==> src/rtl/mfu_pkg.sv <==
`timescale 1ns/1ps
package mfu_pkg;
    localparam int WORD_W    = 32;
    localparam int HDR_BITS  = 14;
    localparam int TA_BITS   = 2;
    localparam int DATA_BITS = 16;
    localparam int PHY_W     = 5;
    localparam int BIT_DONE  = 16;

    localparam logic [1:0] START_CODE = 2'b01;
    localparam logic [1:0] OP_WRITE   = 2'b01;
    localparam logic [1:0] OP_READ    = 2'b10;

    typedef enum logic [2:0] {
        S_IDLE,
        S_PRE,
        S_CMD,
        S_TURN,
        S_DATA,
        S_FINISH
    } mfu_state_e;
endpackage

==> src/rtl/mfu_mdc_gen.sv <==
`timescale 1ns/1ps
module mfu_mdc_gen #(
    parameter int HALF_DIV = 4
) (
    input  logic clk,
    input  logic rst_n,
    input  logic run,
    output logic mdc,
    output logic rise,
    output logic fall
);
    localparam int CW = (HALF_DIV > 1) ? $clog2(HALF_DIV) : 1;
    localparam logic [CW-1:0] CNT_LAST = CW'(HALF_DIV - 1);

    logic [CW-1:0] cnt_q;
    logic          mdc_q;
    logic          tick;

    assign tick = run && (cnt_q == CNT_LAST);

    always_ff @(posedge clk or negedge rst_n) begin
        if (!rst_n) begin
            cnt_q <= '0;
            mdc_q <= 1'b0;
        end else if (!run) begin
            cnt_q <= '0;
            mdc_q <= 1'b0;
        end else if (tick) begin
            cnt_q <= '0;
            mdc_q <= ~mdc_q;
        end else begin
            cnt_q <= cnt_q + 1'b1;
        end
    end

    assign mdc  = mdc_q;
    assign rise = tick && !mdc_q;
    assign fall = tick && mdc_q;
endmodule

==> src/rtl/mfu_engine.sv <==
`timescale 1ns/1ps
module mfu_engine
    import mfu_pkg::*;
#(
    parameter int PRE_LEN = 32
) (
    input  logic                 clk,
    input  logic                 rst_n,
    input  logic                 start,
    input  logic                 is_read,
    input  logic [HDR_BITS-1:0]  hdr,
    input  logic [DATA_BITS-1:0] wdata,
    input  logic                 rise,
    input  logic                 fall,
    input  logic                 mdio_i,
    output logic                 run,
    output logic                 mdio_o,
    output logic                 mdio_oe,
    output logic                 done,
    output logic [DATA_BITS-1:0] rdata
);
    localparam int CNTW = $clog2((PRE_LEN > 16) ? PRE_LEN : 16) + 1;
    localparam logic [CNTW-1:0] PRE_LAST  = CNTW'(PRE_LEN - 1);
    localparam logic [CNTW-1:0] CMD_LAST  = CNTW'(HDR_BITS - 1);
    localparam logic [CNTW-1:0] TA_LAST   = CNTW'(TA_BITS - 1);
    localparam logic [CNTW-1:0] DATA_LAST = CNTW'(DATA_BITS - 1);

    mfu_state_e            state;
    logic [CNTW-1:0]       cnt;
    logic [HDR_BITS-1:0]   hdr_q;
    logic [DATA_BITS-1:0]  data_q;
    logic                  read_q;

    // state register and bit counters
    always_ff @(posedge clk or negedge rst_n) begin
        if (!rst_n) begin
            state  <= S_IDLE;
            cnt    <= '0;
            hdr_q  <= '0;
            data_q <= '0;
            read_q <= 1'b0;
        end else begin
            unique case (state)
                S_IDLE: begin
                    if (start) begin
                        state  <= S_PRE;
                        cnt    <= '0;
                        hdr_q  <= hdr;
                        data_q <= wdata;
                        read_q <= is_read;
                    end
                end
                S_PRE: begin
                    if (fall) begin
                        if (cnt == PRE_LAST) begin
                            state <= S_CMD;
                            cnt   <= '0;
                        end else begin
                            cnt <= cnt + 1'b1;
                        end
                    end
                end
                S_CMD: begin
                    if (fall) begin
                        if (cnt == CMD_LAST) begin
                            state <= S_TURN;
                            cnt   <= '0;
                        end else begin
                            cnt <= cnt + 1'b1;
                        end
                    end
                end
                S_TURN: begin
                    if (fall) begin
                        if (cnt == TA_LAST) begin
                            state <= S_DATA;
                            cnt   <= '0;
                        end else begin
                            cnt <= cnt + 1'b1;
                        end
                    end
                end
                S_DATA: begin
                    if (rise && read_q) begin
                        data_q <= {data_q[DATA_BITS-2:0], mdio_i};
                    end
                    if (fall) begin
                        if (cnt == DATA_LAST) begin
                            state <= S_FINISH;
                            cnt   <= '0;
                        end else begin
                            cnt <= cnt + 1'b1;
                        end
                    end
                end
                S_FINISH: begin
                    state <= S_IDLE;
                end
                default: begin
                    state <= S_IDLE;
                end
            endcase
        end
    end

    // outputs decoded from state
    always_comb begin
        mdio_o  = 1'b0;
        mdio_oe = 1'b0;
        run     = 1'b0;
        done    = 1'b0;
        unique case (state)
            S_IDLE: begin
            end
            S_PRE: begin
                run     = 1'b1;
                mdio_oe = 1'b1;
                mdio_o  = 1'b1;
            end
            S_CMD: begin
                run     = 1'b1;
                mdio_oe = 1'b1;
                mdio_o  = hdr_q[4'd13 - cnt[3:0]];
            end
            S_TURN: begin
                run     = 1'b1;
                mdio_oe = !read_q;
                mdio_o  = (cnt == '0);
            end
            S_DATA: begin
                run     = 1'b1;
                mdio_oe = !read_q;
                mdio_o  = data_q[4'd15 - cnt[3:0]];
            end
            S_FINISH: begin
                done = 1'b1;
            end
            default: begin
            end
        endcase
    end

    assign rdata = data_q;
endmodule

==> src/rtl/mfu_regs.sv <==
`timescale 1ns/1ps
module mfu_regs
    import mfu_pkg::*;
#(
    parameter int PHY_SEL = 1
) (
    input  logic                 clk,
    input  logic                 rst_n,
    input  logic                 reg_sel,
    input  logic                 reg_we,
    input  logic [WORD_W-1:0]    reg_wdata,
    input  logic [1:0]           xcvr_sense,
    input  logic                 done,
    input  logic [DATA_BITS-1:0] rdata,
    output logic [WORD_W-1:0]    reg_rdata,
    output logic [WORD_W-1:0]    frame,
    output logic                 busy,
    output logic                 start,
    output logic                 is_read,
    output logic [HDR_BITS-1:0]  hdr,
    output logic [DATA_BITS-1:0] wdata
);
    localparam logic [WORD_W-1:0] DONE_MASK = WORD_W'(1) << BIT_DONE;
    localparam logic [WORD_W-1:0] RO_MASK   = WORD_W'(3) << 8;

    logic [WORD_W-1:0] frame_q;
    logic [WORD_W-1:0] cfg_q;
    logic              busy_q;
    logic              accept;
    logic              valid;
    logic [1:0]        w_st;
    logic [1:0]        w_op;
    logic [PHY_W-1:0]  w_phy;

    assign w_st   = reg_wdata[31:30];
    assign w_op   = reg_wdata[29:28];
    assign w_phy  = reg_wdata[27:23];
    assign valid  = (w_st == START_CODE) && (w_phy == PHY_W'(PHY_SEL)) &&
                    ((w_op == OP_WRITE) || (w_op == OP_READ));
    assign accept = reg_we && !reg_sel && !busy_q;

    always_ff @(posedge clk or negedge rst_n) begin
        if (!rst_n) begin
            frame_q <= '0;
            busy_q  <= 1'b0;
        end else if (accept) begin
            if (valid) begin
                frame_q <= reg_wdata & ~DONE_MASK;
                busy_q  <= 1'b1;
            end else begin
                frame_q <= reg_wdata | DONE_MASK;
            end
        end else if (done) begin
            busy_q            <= 1'b0;
            frame_q[BIT_DONE] <= 1'b1;
            if (frame_q[29:28] == OP_READ) begin
                frame_q[DATA_BITS-1:0] <= rdata;
            end
        end
    end

    always_ff @(posedge clk or negedge rst_n) begin
        if (!rst_n) begin
            cfg_q <= '0;
        end else if (reg_we && reg_sel) begin
            cfg_q <= reg_wdata & ~RO_MASK;
        end
    end

    assign reg_rdata = reg_sel ? (cfg_q | (WORD_W'(xcvr_sense) << 8)) : frame_q;
    assign frame     = frame_q;
    assign busy      = busy_q;
    assign start     = accept && valid;
    assign is_read   = (w_op == OP_READ);
    assign hdr       = reg_wdata[31:18];
    assign wdata     = reg_wdata[DATA_BITS-1:0];
endmodule

==> src/rtl/mgmt_frame_unit.sv <==
`timescale 1ns/1ps
module mgmt_frame_unit
    import mfu_pkg::*;
#(
    parameter int HALF_DIV = 4,
    parameter int PRE_LEN  = 32,
    parameter int PHY_SEL  = 1
) (
    input  logic        clk,
    input  logic        rst_n,
    input  logic        reg_sel,
    input  logic        reg_we,
    input  logic [31:0] reg_wdata,
    output logic [31:0] reg_rdata,
    input  logic [1:0]  xcvr_sense,
    output logic        mdc,
    input  logic        mdio_i,
    output logic        mdio_o,
    output logic        mdio_oe
);
    logic                 busy;
    logic                 done;
    logic                 run;
    logic                 start;
    logic                 is_read;
    logic                 rise;
    logic                 fall;
    logic [HDR_BITS-1:0]  hdr;
    logic [DATA_BITS-1:0] wdata;
    logic [DATA_BITS-1:0] rdata;
    logic [WORD_W-1:0]    frame;

    mfu_regs #(.PHY_SEL(PHY_SEL)) u_regs (
        .clk(clk), .rst_n(rst_n), .reg_sel(reg_sel), .reg_we(reg_we),
        .reg_wdata(reg_wdata), .xcvr_sense(xcvr_sense), .done(done),
        .rdata(rdata), .reg_rdata(reg_rdata), .frame(frame), .busy(busy),
        .start(start), .is_read(is_read), .hdr(hdr), .wdata(wdata)
    );

    mfu_mdc_gen #(.HALF_DIV(HALF_DIV)) u_mdc (
        .clk(clk), .rst_n(rst_n), .run(run), .mdc(mdc), .rise(rise), .fall(fall)
    );

    mfu_engine #(.PRE_LEN(PRE_LEN)) u_engine (
        .clk(clk), .rst_n(rst_n), .start(start), .is_read(is_read),
        .hdr(hdr), .wdata(wdata), .rise(rise), .fall(fall), .mdio_i(mdio_i),
        .run(run), .mdio_o(mdio_o), .mdio_oe(mdio_oe), .done(done),
        .rdata(rdata)
    );
endmodule

==> config.mk <==
export PLATFORM = sky130hd
export DESIGN_NAME = mgmt_frame_unit
export DESIGN_NICKNAME = d
export VERILOG_FILES = /design/src/rtl/mfu_pkg.sv /design/src/rtl/mfu_mdc_gen.sv /design/src/rtl/mfu_engine.sv /design/src/rtl/mfu_regs.sv /design/src/rtl/mgmt_frame_unit.sv
export SDC_FILE = /design/constraint.sdc
export NUM_CORES = 1
export LEC_CHECK = 0
export ABC_AREA = 1
export BUFFER_PORTS_ARGS = -buffer_cell sky130_fd_sc_hd__buf_2
export CAP_MARGIN = 20
export CORE_AREA = 2 2 112 114
export DETAILED_ROUTE_END_ITERATION = 8
export DIE_AREA = 0 0 114 116
export PLACE_DENSITY_LB_ADDON = 0.25
export SETUP_SLACK_MARGIN = 0.1
export SYNTH_ARGS = -nofsm -noshare
export SYNTH_HDL_FRONTEND = slang
export SYNTH_HIERARCHICAL = 1
export SYNTH_SLANG_ARGS = --single-unit
==> constraint.sdc <==
create_clock -name clk -period 2.06 [get_ports clk]
set_clock_uncertainty 0.05 [all_clocks]
set_input_delay 0.206 -clock clk [delete_from_list [all_inputs] [get_ports clk]]
set_output_delay 0.206 -clock clk [all_outputs]
set_load 0.02 [all_outputs]
* Word level (Yosys, flattened, before mapping) *
Index checks and enable logic that the tools add are counted.

word-level totals
  register bits = 106
  output and inout port bits = 35
  input port bits = 39

cells by class
  order comparisons = 2
  $add $sub $neg = 4
  bitwise gates (word level) = 2
  reduce and logical (&&, ||, !) cells = 30
  mux-type cells = 43
  equality and inequality tests = 27

operators by type and width
  operator                                            count
  two-way mux 6 bit                                   9
  two-way mux 17 bit                                  3
  two-way mux 16 bit                                  3
  two-way mux 32 bit                                  1
  OR 32 x 10 -> 32 bit                                1
  case mux 16 bit (2 select lines)                    1
  case mux 6 bit (5 select lines)                     1
  two-way mux 3 bit                                   9
  case mux 3 bit (5 select lines)                     1
  != test 2 bit, second input constant                7
  == test 6 x 4 -> 1 bit, second input constant       2
  logical AND 1 bit                                   10
  < comparator 4 x 5 -> 1 bit, second input constant  2
  != test 2 x 1 -> 1 bit, second input constant       5
  two-way mux 1 bit                                   9
  AND reduction 9 bit                                 1
  binary-select mux 1 bit (select 4 bit)              2
  subtractor 4 bit, first input constant              2
  adder 6 x 1 -> 6 bit, second input constant         1
  == test 2 bit, second input constant                3
  == test 3 x 2 -> 1 bit, second input constant       2
  == test 3 bit, second input constant                2
  == test 6 x 1 -> 1 bit, second input constant       1
  == test 6 x 5 -> 1 bit, second input constant       1
  other kinds (19)                                    29

* Longest topological paths before layout *
  word-level depth = 8
  mapped depth = 15

* Modules after synthesis *
Netlist, hierarchy kept.

by module, submodules not included
  module       sequential area each (um^2)  times used  cells an instance  area each (um^2)
  mfu_regs     1576.5                       1           453                3390.8
  mfu_engine   1001.0                       1           311                2423.6
  mfu_mdc_gen  75.1                         1           16                 135.1

* Worst setup path after synthesis *
No wires, ideal clock.

  path kind = reg2reg
  from = register u_regs.busy_q (netlist: u_regs/busy)
  to = register u_engine.hdr_q[11]
  stages on the path, launching flop included = 11
  path slack = 0.297 ns
  data arrival time = 1.588 ns
  setup time = 0.125 ns
  cells stage by stage = dfrtp_1 inv_1 nand3_4 buf_6 nor2_1 nand2_1 inv_1 nand2_2 buf_6 buf_6 mux2_4

on the way
  cells in the longest elaborated chain, start to end = 4

ends and longest elaborated chain
  what                                  RTL line               text
  from (decl)                           mfu_regs.sv:28         logic busy_q;
  from (signal assigned)                mfu_regs.sv:45         busy_q <= 1'b0;
  from (signal assigned)                mfu_regs.sv:49         busy_q <= 1'b1;
  from (signal assigned)                mfu_regs.sv:54         busy_q <= 1'b0;
  logical NOT 1 bit                     mfu_regs.sv:40         assign accept = reg_we && !reg_sel && !busy_q;
  logical AND 1 bit                     mfu_regs.sv:40
  logical AND 1 bit                     mfu_regs.sv:73         assign start = accept && valid;
  via start                             mgmt_frame_unit.sv:24  logic start;
  AND reduction 2 bit (no source line)  --
  to (signal assigned)                  mfu_engine.sv:48       hdr_q <= hdr;
  to (decl)                             mfu_engine.sv:30       logic [HDR_BITS-1:0] hdr_q;

The timed path passes the listed nets, and every way through them passes these cells.
A chain may end at the register's enable or synchronous reset.

* Worst setup path after layout *
  from = register u_engine.cnt[2]
  to = output port mdio_o

on the way
  cells in the longest elaborated chain, start to end = 4
  elaborated cells on any way between the ends = 8
  those cells by class = add/sub: 2; mux: 5; reduce/logical: 1

ends and longest elaborated chain
  what                                                       RTL line                              text
  from (decl)                                                mfu_engine.sv:29                      logic [CNTW-1:0] cnt;
  from (signal assigned)                                     mfu_engine.sv:59                      cnt <= cnt + 1'b1;
  from (signal assigned)                                     mfu_engine.sv:69                      cnt <= cnt + 1'b1;
  from (signal assigned)                                     mfu_engine.sv:79                      cnt <= cnt + 1'b1;
  subtractor 4 bit (on tied branches)                        mfu_engine.sv:133, mfu_engine.sv:123
  binary-select mux 1 bit (select 4 bit) (on tied branches)  mfu_engine.sv:133, mfu_engine.sv:123
  two-way mux 1 bit (on tied branches)                       mfu_engine.sv:133, mfu_engine.sv:123
  case mux 1 bit (4 select lines) (*)                        mfu_engine.sv:112                     unique case (state)
  to (decl)                                                  mgmt_frame_unit.sv:18                 output logic mdio_o,

Mark *: on every way between the ends. The rest lies on a longest branch, timed or not. The select of a mux whose other input is x is not followed.

==> out/qor.txt <==
CTS tree: done
I/O Buffers: 73
Buf+Inv Stages, Crit Path: 2
Syn Std Cell Area: 0.00595 mm²
Final Cycle Share: 0.991
CP required: 1.80 ns
Vias in the first global route: 4,734
Die width: 114 µm
# rows: 40
Fin crit period: 2.04 ns
Num CTS Buffers: 9
Core footprint: 0.0119 mm²
Initial DRC Count: 456
CTS HTree Levels: 3
Avg WL per Cell: 14.4 µm
Worst-margin pin slew: 0.522 ns
FF+latch count, synth: 106
Seq/Total Area, Yosys: 0.446
Final-stage net count: 872
Avg Cell Area, Syn: 7.63 µm²
Critical path class: reg -> out
Slowest cell on crit path: dfrtp_2
Worst Path Max Fanout: 6
Worst skew pair latency: 0.35 ns
CP Launch Type: register
Hold Path Class: in -> reg
Clock sinks: 106
Xor and xnor area share after synthesis: 0.00147
Largest family of logic cells by synthesized area: simple AND/OR/NAND/NOR gates
CP cell instances: ha_4, nor2_4, o21ai_2, o21ai_1, inv_1, nand2_1, nand3_2, nand3_2, buf_6
All-Layer GR Usage: 0.222
Post-Syn Nets: 826
Total grt overflow: 0
DRT Wirelength: 14.1 mm
Clock power frac: 0.405
Post-Synth Adder-Cell Area: 0.0147
Final Hold Fails: 0
Multiplexer share of the synthesized area: 0.0309
Antenna Nets Post-Route: 0
Die area: 0.0132 mm²
Fraction of layout cells with a size suffix above 1: 0.211
Status: complete, no violations
Final worst slack: 0.0185 ns
Post-synthesis cell type count: 34
Util after Layout: 0.564
Peak VDD IR: 0.000418 V
Post-DP HPWL: 9.76 mm
Antenna violations before repair: 0
Max Cap Viol: 0
NetSw: 1.13 mW
FF-to-FF End: u_engine/cnt[2]
YS warnings: 6
Worst-path clk slew: 0.07 ns
Top Family by Delay on Critical Path: flip-flops
Residual DRC: 0
CP endpoint kind: primary output
GPL Wtd Cong: 0.928
Unrepaired setup endpoints after global routing: yes
Comb power frac: 0.100
Critical Path Max Stage Delay: 0.47 ns
CP dominant cell by count: nand3_2
Initial Utilization: 0.499
Tot Pwr: 4.46 mW
Endpoint with the worst hold slack: u_regs/cfg_q[16]
First drt pass iteration count: 5
Post-synthesis compound-gate area fraction: 0.0881
Fmax achieved: 490 MHz
Critical path depth: 9
Path depth of the worst reg2reg path: 13
Largest net degree at the start of global routing: 49
Worst r2r src: u_engine/state[0]
Antenna fix cells: 0
Root Buffer: clkbuf_16
Hold Path Depth: 2
# IOs: 74
Flop2flop setup slack: 0.21 ns
Dpl cells: 949
Chip height: 116 µm
Via count: 5,004
Sw Ratio: 0.252
Pwr dens: 664 mW/mm²
Min-delay src: reg_wdata[16]
Finished Layout Cells: 978
Lkg Pwr: 3.57 nW
CTS Buffer Depth: 2
Reg power frac: 0.495
Slew headroom: 0.652
Max Transition Viols Final: 0
Arr. time, crit path: 1.79 ns
Setup WS pre-CTS: 0.111 ns
Int Pwr: 3.34 mW
Final setup vio count: 0
Synth Area in Simple Gates: 0.273
First-pass GRT wire length: 23.3 mm
Syn Inst Count: 780
Area added between synthesis and finish: 13.0%
Avg Vias per Cell: 5.12
[logic make-up after synthesis]
kind of cell             count (synthesis)
flip-flops                             106
multiplexers                            14
AND/OR/NAND/NOR                        391
buffers and inverters                  168
AO/OA/AOI/OAI                           93
XOR/XNOR                                 1
adder cells (fa/ha/maj)                  7
[cell usage after synthesis (all sizes together)]
master / instances / area [µm²]
mux2: 14 / 184
nand3b: 3 / 22.5
nand3: 64 / 338
o211ai: 15 / 113
a21oi: 5 / 28.8
nor3: 6 / 30.0
or2: 1 / 6.26
o21ai: 70 / 362
a41oi: 1 / 8.76
clkbuf: 9 / 35.0
buf: 57 / 445
ha: 7 / 87.6
inv: 101 / 382
dfrtp: 106 / 2650
a31oi: 2 / 12.5
nor2: 29 / 134
xnor2: 1 / 8.76
nand2: 288 / 1100
clkinv: 1 / 3.75
[layout by cell type (no fill, tap or decap), types with 2 or more instances in the layout]
master / count
nand2_1: 280
dfrtp_1: 101
inv_1: 91
buf_2: 71
nand3_1: 59
o21ai_0: 43
o21ai_1: 24
nor2_1: 23
buf_4: 18
o211ai_1: 15
clkbuf_16: 9
inv_2: 9
nand2_2: 7
mux2_4: 7
mux2_2: 7
ha_1: 6
buf_6: 5
dfrtp_2: 5
buf_12: 4
nand3_2: 4
nor2_4: 4
a21oi_1: 4
inv_6: 3
nand3b_1: 3
nor3_1: 3
clkbuf_8: 2
o21ai_2: 2
a31oi_1: 2
nor3_2: 2
nor2_2: 2
[per-stage QoR]
stage | TNS [ns] | hold WS, ns | cell area [µm²]
floorplan | 0 | -0.140 | 5950
global placement | 0 | 0.0800 | 6170
detailed placement | 0 | 0.0851 | 6170
CTS | -0.0116 | 0.0418 | 6590
global route | -0.0863 | 0.0423 | 6720
finish | 0 | 0.0464 | 6720
[worst reg2reg max path, delay by kind of cell, from the launching register on]
| kind | cells | cell delay [ns] |
|---|---|---|
| compound gates | 1 | 0.14 |
| buf+inv | 5 | 0.48 |
| flops | 1 | 0.46 |
| simple gates | 7 | 0.61 |
[sequential cells by signal (all words and copies together), names as in the netlist]
register	count
u_regs/frame	32
u_regs/cfg_q	30
u_engine/rdata	16
u_engine/hdr_q	14
u_engine/cnt	6
u_engine/state	3
u_mdc/cnt_q	2
u_engine/read_q	1
u_mdc/mdc	1
u_regs/busy	1
[how the worst max path moves through the flow]
stage	to	slack [ns]	start
6_report	mdio_o	0.02	u_engine/cnt[2]
2_1_floorplan	u_engine/hdr_q[11]	0.30	u_regs/busy
3_3_place_gp	u_regs/frame[15]	0.15	u_engine/state[2]
4_1_cts	mdio_o	-0.01	u_engine/cnt[0]
3_5_place_dp	u_engine/cnt[5]	0.11	u_engine/state[1]
5_1_grt	mdio_o	-0.09	u_engine/cnt[2]
[power groups by stage]
stage               clock network, mW  logic (mW)  registers [mW]
global placement                    0       0.437            2.25
CTS                              1.84       0.451            2.21
floorplan                           0       0.293            2.24
global route                     1.93       0.503            2.22
finish                           1.81       0.445            2.21
detailed placement                  0       0.447            2.25
[cell type report]
type                            instances  area, µm²
Timing Repair inverter                  1       5.00
Sequential cell                       106       2660
Inverter                              102        389
Multi-Input combinational cell        506       2510
Clock buffer                           11        253
Fill cell                            1107       5190
Tap cell                              147        184
Timing Repair Buffer                  100        652
Clock inverter                          5       65.1
[layer usage]
| layer | GRT usage | vias to the layer above | routed length, µm |
|---|---|---|---|
| li1 | - | 2499 | - |
| met1 | 0.320 | 2321 | 6680 |
| met2 | 0.345 | 167 | 6250 |
| met3 | 0.0445 | 17 | 995 |
| met4 | 0.0634 | 0 | 201 |
| met5 | 0 | - | 0 |
[what timing repair did]
item / in CTS / in global routing
hold buffers: 1 / 0
setup buffers: 4 / 7
pin swaps: 4 / 8
gates resized for setup: 12 / 26
hold endpoints to repair: 22 / 0
endpoints found under the setup margin: 3 / 44
gates cloned: 0 / 1
No activity file was read; power rests on OpenSTA's default activity.
